$ cat src/rtl/iq_pkg.sv
package iq_pkg;
    parameter int SEQ_W  = 8;
    parameter int DATA_W = 16;

    typedef struct packed {
        logic [SEQ_W-1:0]  seq;
        logic [DATA_W-1:0] data;
    } iq_entry_t;

    typedef enum logic {
        ST_RUN  = 1'b0,
        ST_HOLD = 1'b1
    } stall_state_e;

    // number of set bits in a flag vector of up to 64 bits
    function automatic int unsigned ones_in(input logic [63:0] v);
        int unsigned n;
        n = 0;
        for (int i = 0; i < 64; i++) n += int'(v[i]);
        return n;
    endfunction
endpackage

$ cat src/rtl/iq_store.sv
module iq_store
    import iq_pkg::*;
#(
    parameter int DEPTH = 8,
    localparam int PTR_W = $clog2(DEPTH),
    localparam int CNT_W = $clog2(DEPTH + 1)
) (
    input  logic             clk,
    input  logic             rst,
    input  logic             push,
    input  iq_entry_t        push_ent,
    input  logic             pop,
    input  logic             squash,
    output iq_entry_t        head_ent,
    output logic             head_vld,
    output logic [SEQ_W-1:0] second_seq,
    output logic [CNT_W-1:0] entry_cnt,
    output logic [DEPTH-1:0] vld_vec
);
    iq_entry_t        mem [DEPTH];
    logic [PTR_W-1:0] head, tail;
    logic [CNT_W-1:0] cnt;

    function automatic logic [PTR_W-1:0] bump(input logic [PTR_W-1:0] p);
        return (p == PTR_W'(DEPTH - 1)) ? '0 : p + 1'b1;
    endfunction

    always_ff @(posedge clk) begin
        if (push) mem[tail] <= push_ent;
    end

    // per-slot valid flag; payload of a cleared slot is left untouched
    for (genvar i = 0; i < DEPTH; i++) begin : g_slot
        always_ff @(posedge clk) begin
            if (rst)
                vld_vec[i] <= 1'b0;
            else if (squash) begin
                if (head != PTR_W'(i)) vld_vec[i] <= 1'b0;
            end else if (push && tail == PTR_W'(i))
                vld_vec[i] <= 1'b1;
            else if (pop && head == PTR_W'(i))
                vld_vec[i] <= 1'b0;
        end
    end

    always_ff @(posedge clk) begin
        if (rst) begin
            head <= '0;
            tail <= '0;
            cnt  <= '0;
        end else if (squash) begin
            tail <= (cnt != '0) ? bump(head) : head;
            cnt  <= (cnt != '0) ? CNT_W'(1) : '0;
        end else begin
            if (push) tail <= bump(tail);
            if (pop)  head <= bump(head);
            cnt <= cnt + CNT_W'(push) - CNT_W'(pop);
        end
    end

    assign head_ent   = mem[head];
    assign head_vld   = vld_vec[head];
    assign second_seq = mem[bump(head)].seq;
    assign entry_cnt  = cnt;
endmodule

$ cat src/rtl/iq_stall_ctl.sv
module iq_stall_ctl
    import iq_pkg::*;
#(
    parameter int DEPTH = 8,
    localparam int CNT_W = $clog2(DEPTH + 1)
) (
    input  logic             clk,
    input  logic             rst,
    input  logic             miss_start,
    input  logic             miss_long,
    input  logic             miss_done,
    input  logic [CNT_W-1:0] entry_cnt,
    input  logic [SEQ_W-1:0] second_seq,
    output logic             trigger,
    output logic             pending,
    output logic             refetch_valid,
    output logic [SEQ_W-1:0] refetch_seq
);
    stall_state_e     state;
    logic             lost_any;
    logic [SEQ_W-1:0] restart_seq;

    assign pending = (state == ST_HOLD);
    assign trigger = (state == ST_RUN) && miss_start && miss_long;

    always_ff @(posedge clk) begin
        if (rst) begin
            state         <= ST_RUN;
            lost_any      <= 1'b0;
            restart_seq   <= '0;
            refetch_valid <= 1'b0;
        end else begin
            refetch_valid <= 1'b0;
            case (state)
                ST_RUN: if (trigger) begin
                    state       <= ST_HOLD;
                    lost_any    <= (entry_cnt >= CNT_W'(2));
                    restart_seq <= second_seq;
                end
                ST_HOLD: if (miss_done) begin
                    state         <= ST_RUN;
                    refetch_valid <= lost_any;
                end
                default: state <= ST_RUN;
            endcase
        end
    end

    assign refetch_seq = restart_seq;
endmodule

$ cat src/rtl/iq_occ.sv
module iq_occ
    import iq_pkg::*;
#(
    parameter int DEPTH = 8,
    localparam int CNT_W = $clog2(DEPTH + 1)
) (
    input  logic [DEPTH-1:0] vld_vec,
    output logic [CNT_W-1:0] occ_count
);
    logic [63:0] wide;
    assign wide      = 64'(vld_vec);
    assign occ_count = CNT_W'(ones_in(wide));
endmodule

$ cat src/rtl/iq_squash_ctrl.sv
module iq_squash_ctrl
    import iq_pkg::*;
#(
    parameter int DEPTH = 8,
    localparam int CNT_W = $clog2(DEPTH + 1)
) (
    input  logic              clk,
    input  logic              rst,
    input  logic              enq_valid,
    input  logic [SEQ_W-1:0]  enq_seq,
    input  logic [DATA_W-1:0] enq_data,
    output logic              enq_ready,
    output logic              iss_valid,
    output logic [SEQ_W-1:0]  iss_seq,
    output logic [DATA_W-1:0] iss_data,
    input  logic              iss_ready,
    input  logic              miss_start,
    input  logic              miss_long,
    input  logic              miss_done,
    output logic              refetch_valid,
    output logic [SEQ_W-1:0]  refetch_seq,
    output logic [CNT_W-1:0]  occ_count
);
    iq_entry_t        in_ent, head_ent;
    logic             head_vld, push, pop, trigger, pending;
    logic [SEQ_W-1:0] second_seq;
    logic [CNT_W-1:0] entry_cnt;
    logic [DEPTH-1:0] vld_vec;

    assign in_ent.seq  = enq_seq;
    assign in_ent.data = enq_data;

    assign enq_ready = !pending && !trigger && (entry_cnt < CNT_W'(DEPTH));
    assign push      = enq_valid && enq_ready;
    assign iss_valid = head_vld && !trigger;
    assign pop       = iss_valid && iss_ready;
    assign iss_seq   = head_ent.seq;
    assign iss_data  = head_ent.data;

    iq_store #(.DEPTH(DEPTH)) u_store (
        .clk(clk), .rst(rst), .push(push), .push_ent(in_ent), .pop(pop),
        .squash(trigger), .head_ent(head_ent), .head_vld(head_vld),
        .second_seq(second_seq), .entry_cnt(entry_cnt), .vld_vec(vld_vec)
    );

    iq_stall_ctl #(.DEPTH(DEPTH)) u_ctl (
        .clk(clk), .rst(rst), .miss_start(miss_start), .miss_long(miss_long),
        .miss_done(miss_done), .entry_cnt(entry_cnt), .second_seq(second_seq),
        .trigger(trigger), .pending(pending), .refetch_valid(refetch_valid),
        .refetch_seq(refetch_seq)
    );

    iq_occ #(.DEPTH(DEPTH)) u_occ (
        .vld_vec(vld_vec), .occ_count(occ_count)
    );
endmodule

$ cat config.mk
export PLATFORM = sky130hd
export DESIGN_NAME = iq_squash_ctrl
export DESIGN_NICKNAME = d
export VERILOG_FILES = /design/src/rtl/iq_pkg.sv /design/src/rtl/iq_store.sv /design/src/rtl/iq_stall_ctl.sv /design/src/rtl/iq_occ.sv /design/src/rtl/iq_squash_ctrl.sv
export SDC_FILE = /design/constraint.sdc
export NUM_CORES = 1
export LEC_CHECK = 0
export ABC_AREA = 1
export CORE_MARGIN = 4
export CORE_UTILIZATION = 55
export CTS_CLUSTER_SIZE = 30
export DETAILED_ROUTE_END_ITERATION = 6
export GPL_ROUTABILITY_DRIVEN = 0
export GPL_TIMING_DRIVEN = 0
export PLACE_DENSITY = 0.75
export SKIP_LAST_GASP = 1
export SLEW_MARGIN = 30
export SYNTH_ARGS = -nofsm -noshare
export SYNTH_HDL_FRONTEND = slang
export SYNTH_SLANG_ARGS = --single-unit
$ cat constraint.sdc
create_clock -name clk -period 9 [get_ports clk]
set_input_delay 1.35 -clock clk [delete_from_list [all_inputs] [get_ports clk]]
set_output_delay 1.35 -clock clk [all_outputs]
set_load 0.01 [all_outputs]
# Word-level counts from Yosys, hierarchy flattened
# Memory sizes are Yosys's and may differ from the RTL's. A register that Yosys moved wholly into a read port is not among the register bits.
# Index checks and enable logic that the tools add are counted.
[totals] inputBits=31 ff_bits=21 output_inout_bits=39 n_memories=1 ram_bits=192 wordCells=158
[mem_list] memory="u_store.mem" words=8 width=24 rd=2 rd_clocked_by_memory_dff=2 wr=1 line_no="iq_store.sv:20" rtl="iq_entry_t mem [DEPTH];"
[op_classes] bitwise=3 n_mux=48 eq_ne=29 addsub=11 magnitude_cmp=3 n_reduce_logical=49
[ops] op="2-to-1 mux 1 bit" count=38
[ops] op="adder 4 x 1 -> 4 bit" count=7
[ops] op="nonzero test 3 bit" count=9
[ops] op="== test 3 bit (second input constant)" count=8
[ops] op="logical AND 1 bit" count=23
[ops] op="2-to-1 mux 3 bit" count=7
[ops] op="AND reduction 2 bit" count=10
[ops] op="!= test 2 x 1 -> 1 bit (second input constant)" count=8
[ops] op="== test 3 x 2 -> 1 bit (second input constant)" count=4
[ops] op="!= test 3 bit (second input constant)" count=4
[ops] op="adder 3 x 1 -> 3 bit (second input constant)" count=2
[ops] op="== test 3 x 1 -> 1 bit (second input constant)" count=2
[ops] op="zero test 3 bit" count=2
[ops] op="!= test 3 x 2 -> 1 bit (second input constant)" count=2
[ops] op=">= comparator 4 x 2 -> 1 bit (second input constant)" count=1
[ops] op="less-than comparator 3 x 4 -> 1 bit (second input constant)" count=1
[ops] op="less-than comparator 4 bit (second input constant)" count=1
[ops] op="2-to-1 mux 4 bit" count=1
[ops] op="nonzero test 4 bit" count=1
[ops] op="subtractor 4 x 1 -> 4 bit" count=1
[ops] op="binary-select mux 1 bit (select 3 bit)" count=1
[ops] op="!= test 3 x 1 -> 1 bit (second input constant)" count=1
[ops] op="NOT 1 bit" count=3
[ops] op="OR reduction 3 bit" count=1
[ops] op="other kinds (4)" count=5

# Depth between registers and ports, before layout
# Gate-level depths: netlist of the first run.
[depth] ltp_word=10 ltp_mapped=15 mapped_depth_nobuf=15

# Cells and area by module
# A second synthesis of the first run with hierarchy kept.
[hier_totals] cells_unflattened=1118 hier_area_um2=10446.3
[by_module_without_submodules] module="iq_store" area_per_inst_um2=9736.8 seq_area_each_um2=6185.9 n_inst=1 cells_per_inst=1011
[by_module_without_submodules] module="iq_stall_ctl" area_per_inst_um2=467.9 seq_area_each_um2=220.2 n_inst=1 cells_per_inst=69
[by_module_without_submodules] module="iq_occ" area_per_inst_um2=201.4 seq_area_each_um2=0.0 n_inst=1 cells_per_inst=29
[by_module_without_submodules] module="iq_squash_ctrl" area_per_inst_um2=40.0 seq_area_each_um2=0.0 n_inst=1 cells_per_inst=9

# Worst setup path before layout of the first run
# OpenSTA, ideal clock, no wires.
[synth_path] kind="reg2out" startpoint="register u_store.vld_vec[0]" endpoint="output occ_count[2]" arrival_time_ns=2.697 path_slack_ns=4.953 n_path_buf=0 required_time_ns=7.650 path_stages_with_launch=8 cell_sequence="dfxtp_1 -> ha_1 -> inv_1 -> fa_1 -> fa_1 -> fa_1 -> fa_1 -> xnor2_1"
[synth_via] elab_chain_cells=7
[synth_rtl] item="from (decl)" line_no="iq_store.sv:18" rtl="output logic [DEPTH-1:0] vld_vec"
[synth_rtl] item="from (signal, indexed assignment)" line_no="iq_store.sv:36" rtl="vld_vec[i] <= 1'b0;"
[synth_rtl] item="from (signal, indexed assignment)" line_no="iq_store.sv:38" rtl="if (head != PTR_W'(i)) vld_vec[i] <= 1'b0;"
[synth_rtl] item="from (signal, indexed assignment)" line_no="iq_store.sv:40" rtl="vld_vec[i] <= 1'b1;"
[synth_rtl] item="adder 1 x 1 -> 2 bit" line_no="iq_pkg.sv:19" rtl="for (int i = 0; i < 64; i++) n += int'(v[i]);"
[synth_rtl] item="adder 4 x 1 -> 4 bit (6 in a row)" line_no="iq_pkg.sv:19"
[synth_rtl] item="to (decl)" line_no="iq_squash_ctrl.sv:22" rtl="output logic [CNT_W-1:0] occ_count"
# Every way passes these cells.

# Worst setup path after layout of the first run
# Same ends and word-level chain as after synthesis.

==> summary.txt, run 1 <==
Clocking
  – Clock buffer count from CTS: 24
  – Resize count post-CTS: 0
  – TritonCTS clock tree: yes
  – Largest buffer count on any clock path: 3
  – Number of sinks driven by the clock tree: ~220
  – Root Buffer Master: sky130_fd_sc_hd__clkbuf_16
  – Clock latency on the worst-skew pair: between 500 and 600 ps
  – Number of buffers added for setup after CTS: 0
  – CTS H-Tree Depth: 1
  – Hold-fix buffers at CTS: 0
  – Clock transition at path regs: about 60 ps

Detailed routing
  – Routed via count: about 7,400
  – Average detailed-routed wire length per instance: around 21 um
  – Antenna-violating nets left: 0
  – DR DRC count: 1
  – First-pass iteration count of the detailed router: 7
  – Total length of routed wires: between 20 and 30 mm
  – Mean number of vias per cell: 5.98
  – Starting DRC count in detailed routing: roughly 850

Synth
  – Seq/Total Area, Yosys: 0.657
  – Number of warnings reported in the yosys synthesis log: 0
  – Most common flop cell mapped by yosys: sky130_fd_sc_hd__edfxtp_1
  – Number of unique standard cell types used by synthesis: 34
  – Number of cells produced by synthesis: roughly 900
  – Syn Nets: approximately 950
  – Total of flip-flops plus latches after synthesis: roughly 220
  – Average instance area after synthesis: around 11 um^2
  – Ys async rst share: 0
  – Post-synth design cell area: 9750 um^2
  – Number of synthesized flops with an enable pin: approximately 190

Worst setup path
  – Type of destination of the critical path: output port
  – Startpoint kind of the worst setup timing path: flop
  – Signal arrival time at the worst endpoint: 3770 ps
  – Worst r2r src: u_store.head[0]
  – Critical path data required time: around 7700 ps
  – Critical-path maximum fanout: 3
  – CP startpoint: u_store.vld_vec[0]
  – Depth of the worst register-to-register path: 8
  – CP Class: flop to output port

Global route
  – Wire length of the first global-routing pass: 39.0 mm
  – Number of antenna violations at the first check in global routing: 0
  – Global-route met1 utilization: 0.348
  – Total congestion overflow: 0
  – All-Layer GR Usage: 0.254
  – Met2 usage: 0.412
  – Met3 Resource Use GR: 0.0438
  – Largest net degree at the start of global routing: 19
  – Vias in the first global route: between 7,000 and 8,000
  – Busiest layer in global routing: met2

Hold path
  – Path type of the worst min-delay path: flop to flop
  – Min-Delay Startpoint: u_ctl.lost_any
  – Number of stages on the worst hold path: 2

STA
  – Number of slew-limit violations in the final report: 0
  – Tmin final: a little over 5000 ps
  – Hold violation total from the final report: 0
  – Period Utilization, post-route: 0.569
  – Setup repair after global routing missed its margin: false
  – Worst slew slack as a fraction of its limit: 0.459
  – Worst-margin pin slew: roughly 800 ps
  – Setup TNS: 0 ps
  – Post-route worst setup slack: about 3900 ps
  – Final setup violation count: 0
  – Maximum operating frequency: slightly below 0.2 GHz
  – Final Skew: a little over 9 ps

Floorplan
  – Row count: between 40 and 50
  – Effective utilization at floorplan: 0.562
  – Number of top-level pins: 70
  – Placeable core region: between 15,000 and 20,000 um^2
  – Die boundary height: around 140 um
  – Width of the die: between 100 and 150 um
  – Total Die Area: between 15,000 and 20,000 um^2

Run
  – Count of max-cap constraint violations: 0

Place
  – Worst slack, placed: 4390 ps
  – Post-DP HPWL: about 16 mm
  – Count of buffers inserted at the top-level ports: 69

Finish
  – Most frequent standard cell in the layout excluding fill and tap cells: sky130_fd_sc_hd__edfxtp_1
  – Diode count: 0
  – Number of filler instances in the final layout: 1,194
  – Seq. cell area: between 6000 and 7000 um^2
  – Multi-input gate area in the final layout: 2990 um^2
  – Synthesis-to-layout area growth: 22.0%
  – Final layout net count: approximately 1,000
  – Ratio of cells with drive above 1 in the final layout: 0.0851
  – Most frequent cells in the layout: 192 x sky130_fd_sc_hd__edfxtp_1, 174 x sky130_fd_sc_hd__nor2_1, 106 x sky130_fd_sc_hd__o21ai_0

Power and ir drop
  – Cell leakage power: 4.23 nW
  – Ratio of total power to cell area: around 250 nW/um^2
  – Worst-case vdd ir drop: ~0.22 mV

Outcome
  – Violations in the final reports: DRC
  – Outcome: finished with violations
## final cells by class
class                      instances  area share
multi-input combinational        565       0.251
timing repair buffer              77      0.0755
inverter                          52      0.0170
clock inverter                    19      0.0256
buffer                            48      0.0180
tap                              225      0.0237
sequential                       224       0.538
clock buffer                      25      0.0508
## Yosys cell counts, types with 2 or more instances
cell type                    n  area share
sky130_fd_sc_hd__clkbuf_1   29       0.011
sky130_fd_sc_hd__nand2_1    87       0.033
sky130_fd_sc_hd__a31oi_1    25       0.016
sky130_fd_sc_hd__a21oi_1    43       0.022
sky130_fd_sc_hd__buf_2      15      0.0077
sky130_fd_sc_hd__dfxtp_1    32       0.066
sky130_fd_sc_hd__fa_1        5       0.010
sky130_fd_sc_hd__edfxtp_1  192        0.59
sky130_fd_sc_hd__buf_4       2      0.0015
sky130_fd_sc_hd__o21ai_0   106       0.054
sky130_fd_sc_hd__nand2_2     2      0.0013
sky130_fd_sc_hd__inv_2       2     0.00077
sky130_fd_sc_hd__inv_1      46       0.018
sky130_fd_sc_hd__nand4_1     5      0.0032
sky130_fd_sc_hd__a22o_1      9      0.0081
sky130_fd_sc_hd__ha_1       20       0.026
sky130_fd_sc_hd__o22ai_1    27       0.017
sky130_fd_sc_hd__nor2_1    182       0.070
sky130_fd_sc_hd__nor2_2      3      0.0019
sky130_fd_sc_hd__nand3_1    27       0.014
sky130_fd_sc_hd__clkinv_1    2     0.00077
sky130_fd_sc_hd__o221ai_1   16       0.014
## logic make-up (layout without fill, tap and decap cells)
family / Yosys count / after routing / share of synthesized area
buffers and inverters: 100 / 221 / 0.0427
AOI/OAI and AO/OA: 227 / 227 / 0.133
and+or+nand+nor: 311 / 311 / 0.129
DFF: 224 / 224 / 0.657
adders and majority gates: 25 / 25 / 0.0359
xor gates and xnor gates: 2 / 2 / 0.00180
## sequential cells by signal, indices dropped and copies added (netlist names), named ones only
name / cells
u_store.mem: 192
u_ctl.refetch_seq: 8
u_store.vld_vec: 8
u_store.entry_cnt: 4
u_store.head: 3
u_store.tail: 3
u_ctl.lost_any: 1
u_ctl.pending: 1
u_ctl.refetch_valid: 1
## report_power, final
group          switching, mW  internal, mW  total [mW]
logic                  0.413         0.259       0.673
registers             0.0285          1.19        1.21
clock network          0.392         0.717        1.11
total                  0.834          2.16        3.00
## stage by stage
stage | cells | power (mW) | area, um^2 | util | hold slack (ps)
6_report | 1235 | 3.00 | 11900 | 0.685 | 437
5_1_grt | 1235 | 3.12 | 11900 | 0.685 | 456
4_1_cts | 1235 | 3.00 | 11900 | 0.685 | 436
3_5_place_dp | 1191 | 1.89 | 11000 | 0.633 | 426
3_3_place_gp | 1183 | 1.86 | 10700 | 0.618 | 423
2_1_floorplan | 889 | 1.60 | 9750 | - | 415
## path summary, 6_finish.rpt
| path | to | slack, ps |
|---|---|---|
| hold reg to reg | u_ctl.refetch_valid | 440 |
| setup reg to reg | u_store.tail[1] | 6370 |
| hold / removal | u_ctl.refetch_valid | 440 |
| setup / recovery | occ_count[2] | 3880 |
## worst max-delay path: stages, from the launching register on
cell and delay (ps):
sky130_fd_sc_hd__dfxtp_1 350, sky130_fd_sc_hd__ha_1 290, sky130_fd_sc_hd__inv_1 50, sky130_fd_sc_hd__fa_1 500
sky130_fd_sc_hd__fa_1 510, sky130_fd_sc_hd__fa_1 470, sky130_fd_sc_hd__fa_1 390, sky130_fd_sc_hd__xnor2_1 150
sky130_fd_sc_hd__clkdlybuf4s50_1 550
## routing by layer
layer	vias to the layer above	part of all wire
met2	433	0.47
met4	0	0.032
li1	3387	-
met1	3480	0.40
met5	-	0
met3	80	0.10
No activity file was read; power rests on OpenSTA's default activity.
==> run 2: changes to the inputs <==
Settings changed: CORE_UTILIZATION 55 to 53, PLACE_DENSITY 0.75 to 0.76.
Clock period 9 ns to 4.2 ns, I/O delays scaled along.
==> run 2 against run 1 <==
- the flow now finishes without violations
- flip-flop and latch count is the same
- combinational power grew 110%
- sequential power grew 110%
- total power grew 98%
- routed wire length grew 1.1%
- via count grew 0.87%
- global-route usage shrank 0.30 points
- largest power group unchanged
- clock-buffer cell count grew 4
==> summary.txt, run 2 (synthesized netlist as in run 1, its figures left out) <==
Finish
  – Synthesis-to-layout area growth: 20.0%
  – Final layout net count: 1,047 (-0.095%)
  – Most frequent cells in the layout: 192 x sky130_fd_sc_hd__edfxtp_1, 174 x sky130_fd_sc_hd__nor2_1, 106 x sky130_fd_sc_hd__o21ai_0
  – Ratio of cells with drive above 1 in the final layout: 0.0835 (-0.00165)
  – Diode count: 0 (unchanged)
  – Max reg flops: 192 (unchanged)
  – Register bank with the most flops: u_store.mem
  – Most frequent standard cell in the layout excluding fill and tap cells: sky130_fd_sc_hd__edfxtp_1

Global route
  – Vias in the first global route: 7,429 (+3.9%)
  – Number of antenna violations at the first check in global routing: 0 (unchanged)
  – Largest net degree at the start of global routing: 19 (unchanged)
  – Total congestion overflow: 0 (unchanged)
  – Wire length of the first global-routing pass: 39.8 mm (+2.0%)
  – All-Layer GR Usage: 0.251 (-0.00302)

Power and ir drop
  – Ratio of total power to cell area: 508 nW/um^2 (+100%)
  – Worst-case vdd ir drop: 0.364 mV (+68%)
  – Total power consumption of the routed design: 5.94 mW (+98%)
  – Cell leakage power: 4.15 nW (-1.9%)

Clocking
  – CTS H-Tree Depth: 1 (unchanged)
  – Number of sinks driven by the clock tree: 224 (unchanged)
  – TritonCTS clock tree: yes
  – Root Buffer Master: sky130_fd_sc_hd__clkbuf_16
  – Clock buffer count from CTS: 23 (-4.2%)
  – Number of buffers added for setup after CTS: 0 (unchanged)
  – Clock transition at path regs: 60 ps (about the same)
  – Largest buffer count on any clock path: 3 (unchanged)
  – Clock latency on the worst-skew pair: 510 ps (about the same)

Floorplan
  – Width of the die: 144 um (+1.8%)
  – Number of top-level pins: 70 (unchanged)
  – Placeable core region: 18,000 um^2 (+3.8%)
  – Total Die Area: 20,600 um^2 (+3.6%)
  – Row count: 49 (+2.1%)
  – Die boundary height: 144 um (+1.8%)
  – Effective utilization at floorplan: 0.541 (-0.0208)

STA
  – Tmin final: roughly 4000 ps
  – Post-route worst setup slack: 206 ps (-3670 ps)
  – Final setup violation count: 0 (unchanged)
  – Worst slew slack as a fraction of its limit: 0.479 (+0.0203)
  – Period Utilization, post-route: 0.951
  – Maximum operating frequency: about 0.25 GHz
  – Setup TNS: 0 ps (unchanged)
  – Final Skew: 6.67 ps (-2.43 ps)
  – Worst-margin pin slew: 782 ps (-30.4 ps)
  – Number of slew-limit violations in the final report: 0 (unchanged)
  – Setup repair after global routing missed its margin: false
  – Hold violation total from the final report: 0 (unchanged)

Outcome
  – Outcome: completed

Worst setup path
  – Critical-path maximum fanout: 3 (unchanged)
  – CP Class: flop to output port
  – Highest cell delay on the worst timing path: 550 ps (about the same)
  – Startpoint kind of the worst setup timing path: flop
  – Signal arrival time at the worst endpoint: 3360 ps (-410 ps)
  – Register-to-register setup slack: 1460 ps (-4910 ps)
  – Critical path data required time: 3570 ps (-4080 ps)
  – CP max stage cell: sky130_fd_sc_hd__fa_1
  – Most frequent cell on the critical path: sky130_fd_sc_hd__fa_1
  – Type of destination of the critical path: output port
  – Cell chain of the critical path: ha_1 > inv_1 > fa_1 > fa_1 > fa_2 > fa_1 > xnor2_1 > dlygate4sd2_1

Run
  – Count of max-cap constraint violations: 0 (unchanged)

Detailed routing
  – DR DRC count: 0 (-1)
  – Average detailed-routed wire length per instance: 21.1 um (+1.1%)
  – Mean number of vias per cell: 6.03 (+0.87%)
  – Starting DRC count in detailed routing: 907 (+6.3%)
  – Routed via count: 7,444 (+0.87%)
  – Antenna-violating nets left: 0 (unchanged)
  – First-pass iteration count of the detailed router: 6 (-1)
  – Total length of routed wires: 26.0 mm (+1.1%)

Hold path
  – Path type of the worst min-delay path: flop to flop

Place
  – Worst slack, placed: 350 ps (-4040 ps)
  – Post-DP HPWL: 17.0 mm (+3.3%)
  – Count of buffers inserted at the top-level ports: 69 (unchanged)
run 2: cell types whose count changed in the layout (fill, tap and decap cells not counted), moves of 2 or more:
cell | previous run | this run
sky130_fd_sc_hd__clkinv_1 | 6 | 4
sky130_fd_sc_hd__bufinv_16 | 8 | 0
sky130_fd_sc_hd__clkbuf_8 | 0 | 4
sky130_fd_sc_hd__dlygate4sd2_1 | 0 | 2
sky130_fd_sc_hd__clkinv_2 | 5 | 7
sky130_fd_sc_hd__clkdlybuf4s50_1 | 69 | 67
run 2: area by class of cell:
class,count,area (um^2)
sequential,224,6410
fill,1337,6320
clock inverter,11,58.8
clock buffer,29,638
tap,229,287
timing repair buffer,77,908
multi-input combinational,565,2990
inverter,52,203
buffer,48,214
run 2: report_power, final:
part	leakage (nW)	total [mW]	switching (mW)	internal (mW)
combinational	1.81	1.44	0.887	0.556
sequential	2.00	2.60	0.0619	2.54
clock	0.350	1.90	0.826	1.07
run 2: final timing paths:
kind                       from                    to  depth (start not counted)
max          u_store.vld_vec[0]          occ_count[2]                          8
min              u_ctl.lost_any   u_ctl.refetch_valid                          2
max reg2reg     u_store.head[2]  u_ctl.refetch_seq[6]                         10
min reg2reg      u_ctl.lost_any   u_ctl.refetch_valid                          2
run 2: layer usage:
layer | wire [um] | vias up | track usage
met4 | 769 | 0 | 0.0872
li1 | - | 3381 | -
met2 | 12300 | 484 | 0.414
met3 | 2850 | 68 | 0.0453
met5 | 0 | - | 0
met1 | 10100 | 3511 | 0.339
run 2: through the flow:
step	utilization	hold WS (ps)	cells	instance area (um^2)
after detailed placement	0.611	423	1195	11000
after floorplan	-	415	889	9750
after global routing	0.649	446	1235	11700
after CTS	0.649	433	1235	11700
after global placement	0.595	423	1187	10700
final	0.649	432	1235	11700
run 2: repair_timing:
action,CTS,global route
hold buffers,0,0
endpoints found under the setup margin,2,0
hold endpoints to repair,0,0
resized for setup,3,0
run 2: critical path, delay by kind of cell, from the launching register on:
kind	cells	cell delay, ps
xor gates and xnor gates	1	130
adders and majority gates	5	2070
DFF	1	330
buffers and inverters	2	330
==> run 3: changes to the inputs <==
Settings changed: MAX_ROUTING_LAYER from default to met4.
==> run 3 against run 2 <==
- clock power barely moved
- sequential power barely moved
- critical endpoint unchanged
- global-route usage rose by 0.80 points
- via count rose by 0.63%
- routed wire length rose by 0.47%
- utilization did not move
- total power rose by 0.20%
- setup slack got worse by 8.6 ps
- register-to-register slack improved by 30 ps
==> summary.txt, run 3 (synthesized netlist as in run 1, its figures left out) <==
Clocking
  – Root Buffer Master: sky130_fd_sc_hd__clkbuf_16
  – Number of sinks driven by the clock tree: 224 (unchanged)
  – TritonCTS clock tree: yes
  – Clock latency on the worst-skew pair: 510 ps (about the same)
  – Largest buffer count on any clock path: 3 (unchanged)
  – Hold-fix buffers at CTS: 0 (unchanged)
  – Resize count post-CTS: 3 (unchanged)
  – Clock buffer count from CTS: 23 (unchanged)
  – Clock transition at path regs: 60 ps (about the same)
  – Number of buffers added for setup after CTS: 0 (unchanged)
  – CTS H-Tree Depth: 1 (unchanged)

STA
  – Number of slew-limit violations in the final report: 0 (unchanged)
  – Minimum hold slack: 437 ps (+5.62 ps)
  – Setup TNS: 0 ps (unchanged)
  – Period Utilization, post-route: 0.953 (+0.00205)
  – Hold violation total from the final report: 0 (unchanged)
  – Final setup violation count: 0 (unchanged)
  – Final Skew: 6.90 ps (+0.232 ps)
  – Post-route worst setup slack: 197 ps (-8.61 ps)
  – Worst-margin pin slew: 769 ps (-12.6 ps)
  – Setup repair after global routing missed its margin: false
  – Tmin final: 4000 ps (+8.61 ps)
  – Worst slew slack as a fraction of its limit: 0.487 (+0.00838)
  – Maximum operating frequency: 0.250 GHz (-0.21%)

Outcome
  – Outcome: completed

Power and ir drop
  – Total power consumption of the routed design: 5.96 mW (+0.20%)
  – Worst-case vdd ir drop: 0.364 mV (about the same)
  – Cell leakage power: 4.15 nW (unchanged)
  – Ratio of total power to cell area: 509 nW/um^2 (+0.20%)

Floorplan
  – Row count: 49 (unchanged)
  – Number of top-level pins: 70 (unchanged)
  – Placeable core region: 18,000 um^2 (unchanged)
  – Width of the die: 144 um (unchanged)
  – Total Die Area: 20,600 um^2 (unchanged)
  – Effective utilization at floorplan: 0.541 (unchanged)
  – Die boundary height: 144 um (unchanged)

Finish
  – Synthesis-to-layout area growth: 20.0% (unchanged)
  – Diode count: 0 (unchanged)
  – Max reg flops: 192 (unchanged)
  – Final layout net count: 1,047 (unchanged)
  – Multi-input gate area in the final layout: 2990 um^2 (unchanged)
  – Post-Layout Cell Count: 1,235 (unchanged)
  – Seq. cell area: 6410 um^2 (unchanged)
  – Number of filler instances in the final layout: 1,337 (unchanged)
  – Ratio of cells with drive above 1 in the final layout: 0.0835 (unchanged)
  – Non-Filler Cell Area, Final: 11,700 um^2 (unchanged)
  – Most frequent standard cell in the layout excluding fill and tap cells: sky130_fd_sc_hd__edfxtp_1
  – Final Core Density: 0.649 (unchanged)
  – Most frequent cells in the layout: 192 x sky130_fd_sc_hd__edfxtp_1, 174 x sky130_fd_sc_hd__nor2_1, 106 x sky130_fd_sc_hd__o21ai_0
  – Register bank with the most flops: u_store.mem

Detailed routing
  – Mean number of vias per cell: 6.07 (+0.63%)
  – Average detailed-routed wire length per instance: 21.2 um (+0.47%)
  – Antenna-violating nets left: 0 (unchanged)
  – First-pass iteration count of the detailed router: 5 (-1)
  – Routed via count: 7,491 (+0.63%)
  – DR DRC count: 0 (unchanged)
  – Starting DRC count in detailed routing: 856 (-5.6%)
  – Total length of routed wires: 26.1 mm (+0.47%)

Global route
  – Wire length of the first global-routing pass: 39.8 mm (about the same)
  – All-Layer GR Usage: 0.259 (+0.00796)
  – Vias in the first global route: 7,424 (-0.067%)
  – Number of antenna violations at the first check in global routing: 0 (unchanged)
  – Largest net degree at the start of global routing: 19 (unchanged)
  – Total congestion overflow: 0 (unchanged)

Place
  – Worst slack, placed: 350 ps (unchanged)
  – Placed insts: 1,195 (unchanged)
  – Count of buffers inserted at the top-level ports: 69 (unchanged)
  – Cell area after placement: 11,000 um^2 (unchanged)
  – Post-DP HPWL: 17.0 mm (unchanged)

Worst setup path
  – Type of destination of the critical path: output port
  – CP Class: flop to output port
  – Startpoint kind of the worst setup timing path: flop
  – Critical path data required time: 3570 ps (about the same)
  – Critical-path maximum fanout: 3 (unchanged)
  – Signal arrival time at the worst endpoint: 3370 ps (about the same)

Run
  – Count of max-cap constraint violations: 0 (unchanged)

Hold path
  – Path type of the worst min-delay path: flop to flop
[run 3: cell counts in the layout (fill, tap and decap cells not counted)]
No cell type changed its count.
[run 3: cell type report]
cell class                      count  share of cell area
Buffer                             48              0.0183
Clock inverter                     11             0.00502
Multi-Input combinational cell    565               0.255
Tap cell                          229              0.0245
Timing Repair Buffer               77              0.0776
Inverter                           52              0.0173
Clock buffer                       29              0.0545
Sequential cell                   224               0.547
[run 3: metal layers]
metal,wire length [um],up-vias,share of wire,global-route usage
met2,12300,499,0.47,0.414
met1,10100,3538,0.39,0.339
met3,2870,74,0.11,0.0446
met4,827,0,0.032,0.0872
met5,0,-,0,-
li1,-,3380,-,-
[run 3: final timing paths]
path,start,endpoint,slack [ps],cells past startpoint
worst max-delay path,u_store.vld_vec[0],occ_count[2],200,8
worst min register to register,u_ctl.lost_any,u_ctl.refetch_valid,440,2
worst min-delay path,u_ctl.lost_any,u_ctl.refetch_valid,440,2
worst max register to register,u_store.head[0],u_store.entry_cnt[2],1490,15
[run 3: power breakdown]
part | internal [mW] | total (mW) | switching [mW]
Sequential | 2.54 | 2.60 | 0.0609
Clock | 1.07 | 1.91 | 0.836
Combinational | 0.556 | 1.45 | 0.890
[run 3: critical path: stages, from the launching register on]
cell	delay (ps)
sky130_fd_sc_hd__dfxtp_1	340
sky130_fd_sc_hd__ha_1	280
sky130_fd_sc_hd__inv_1	50
sky130_fd_sc_hd__fa_1	550
sky130_fd_sc_hd__fa_1	440
sky130_fd_sc_hd__fa_2	420
sky130_fd_sc_hd__fa_1	380
sky130_fd_sc_hd__xnor2_1	130
sky130_fd_sc_hd__dlygate4sd2_1	280
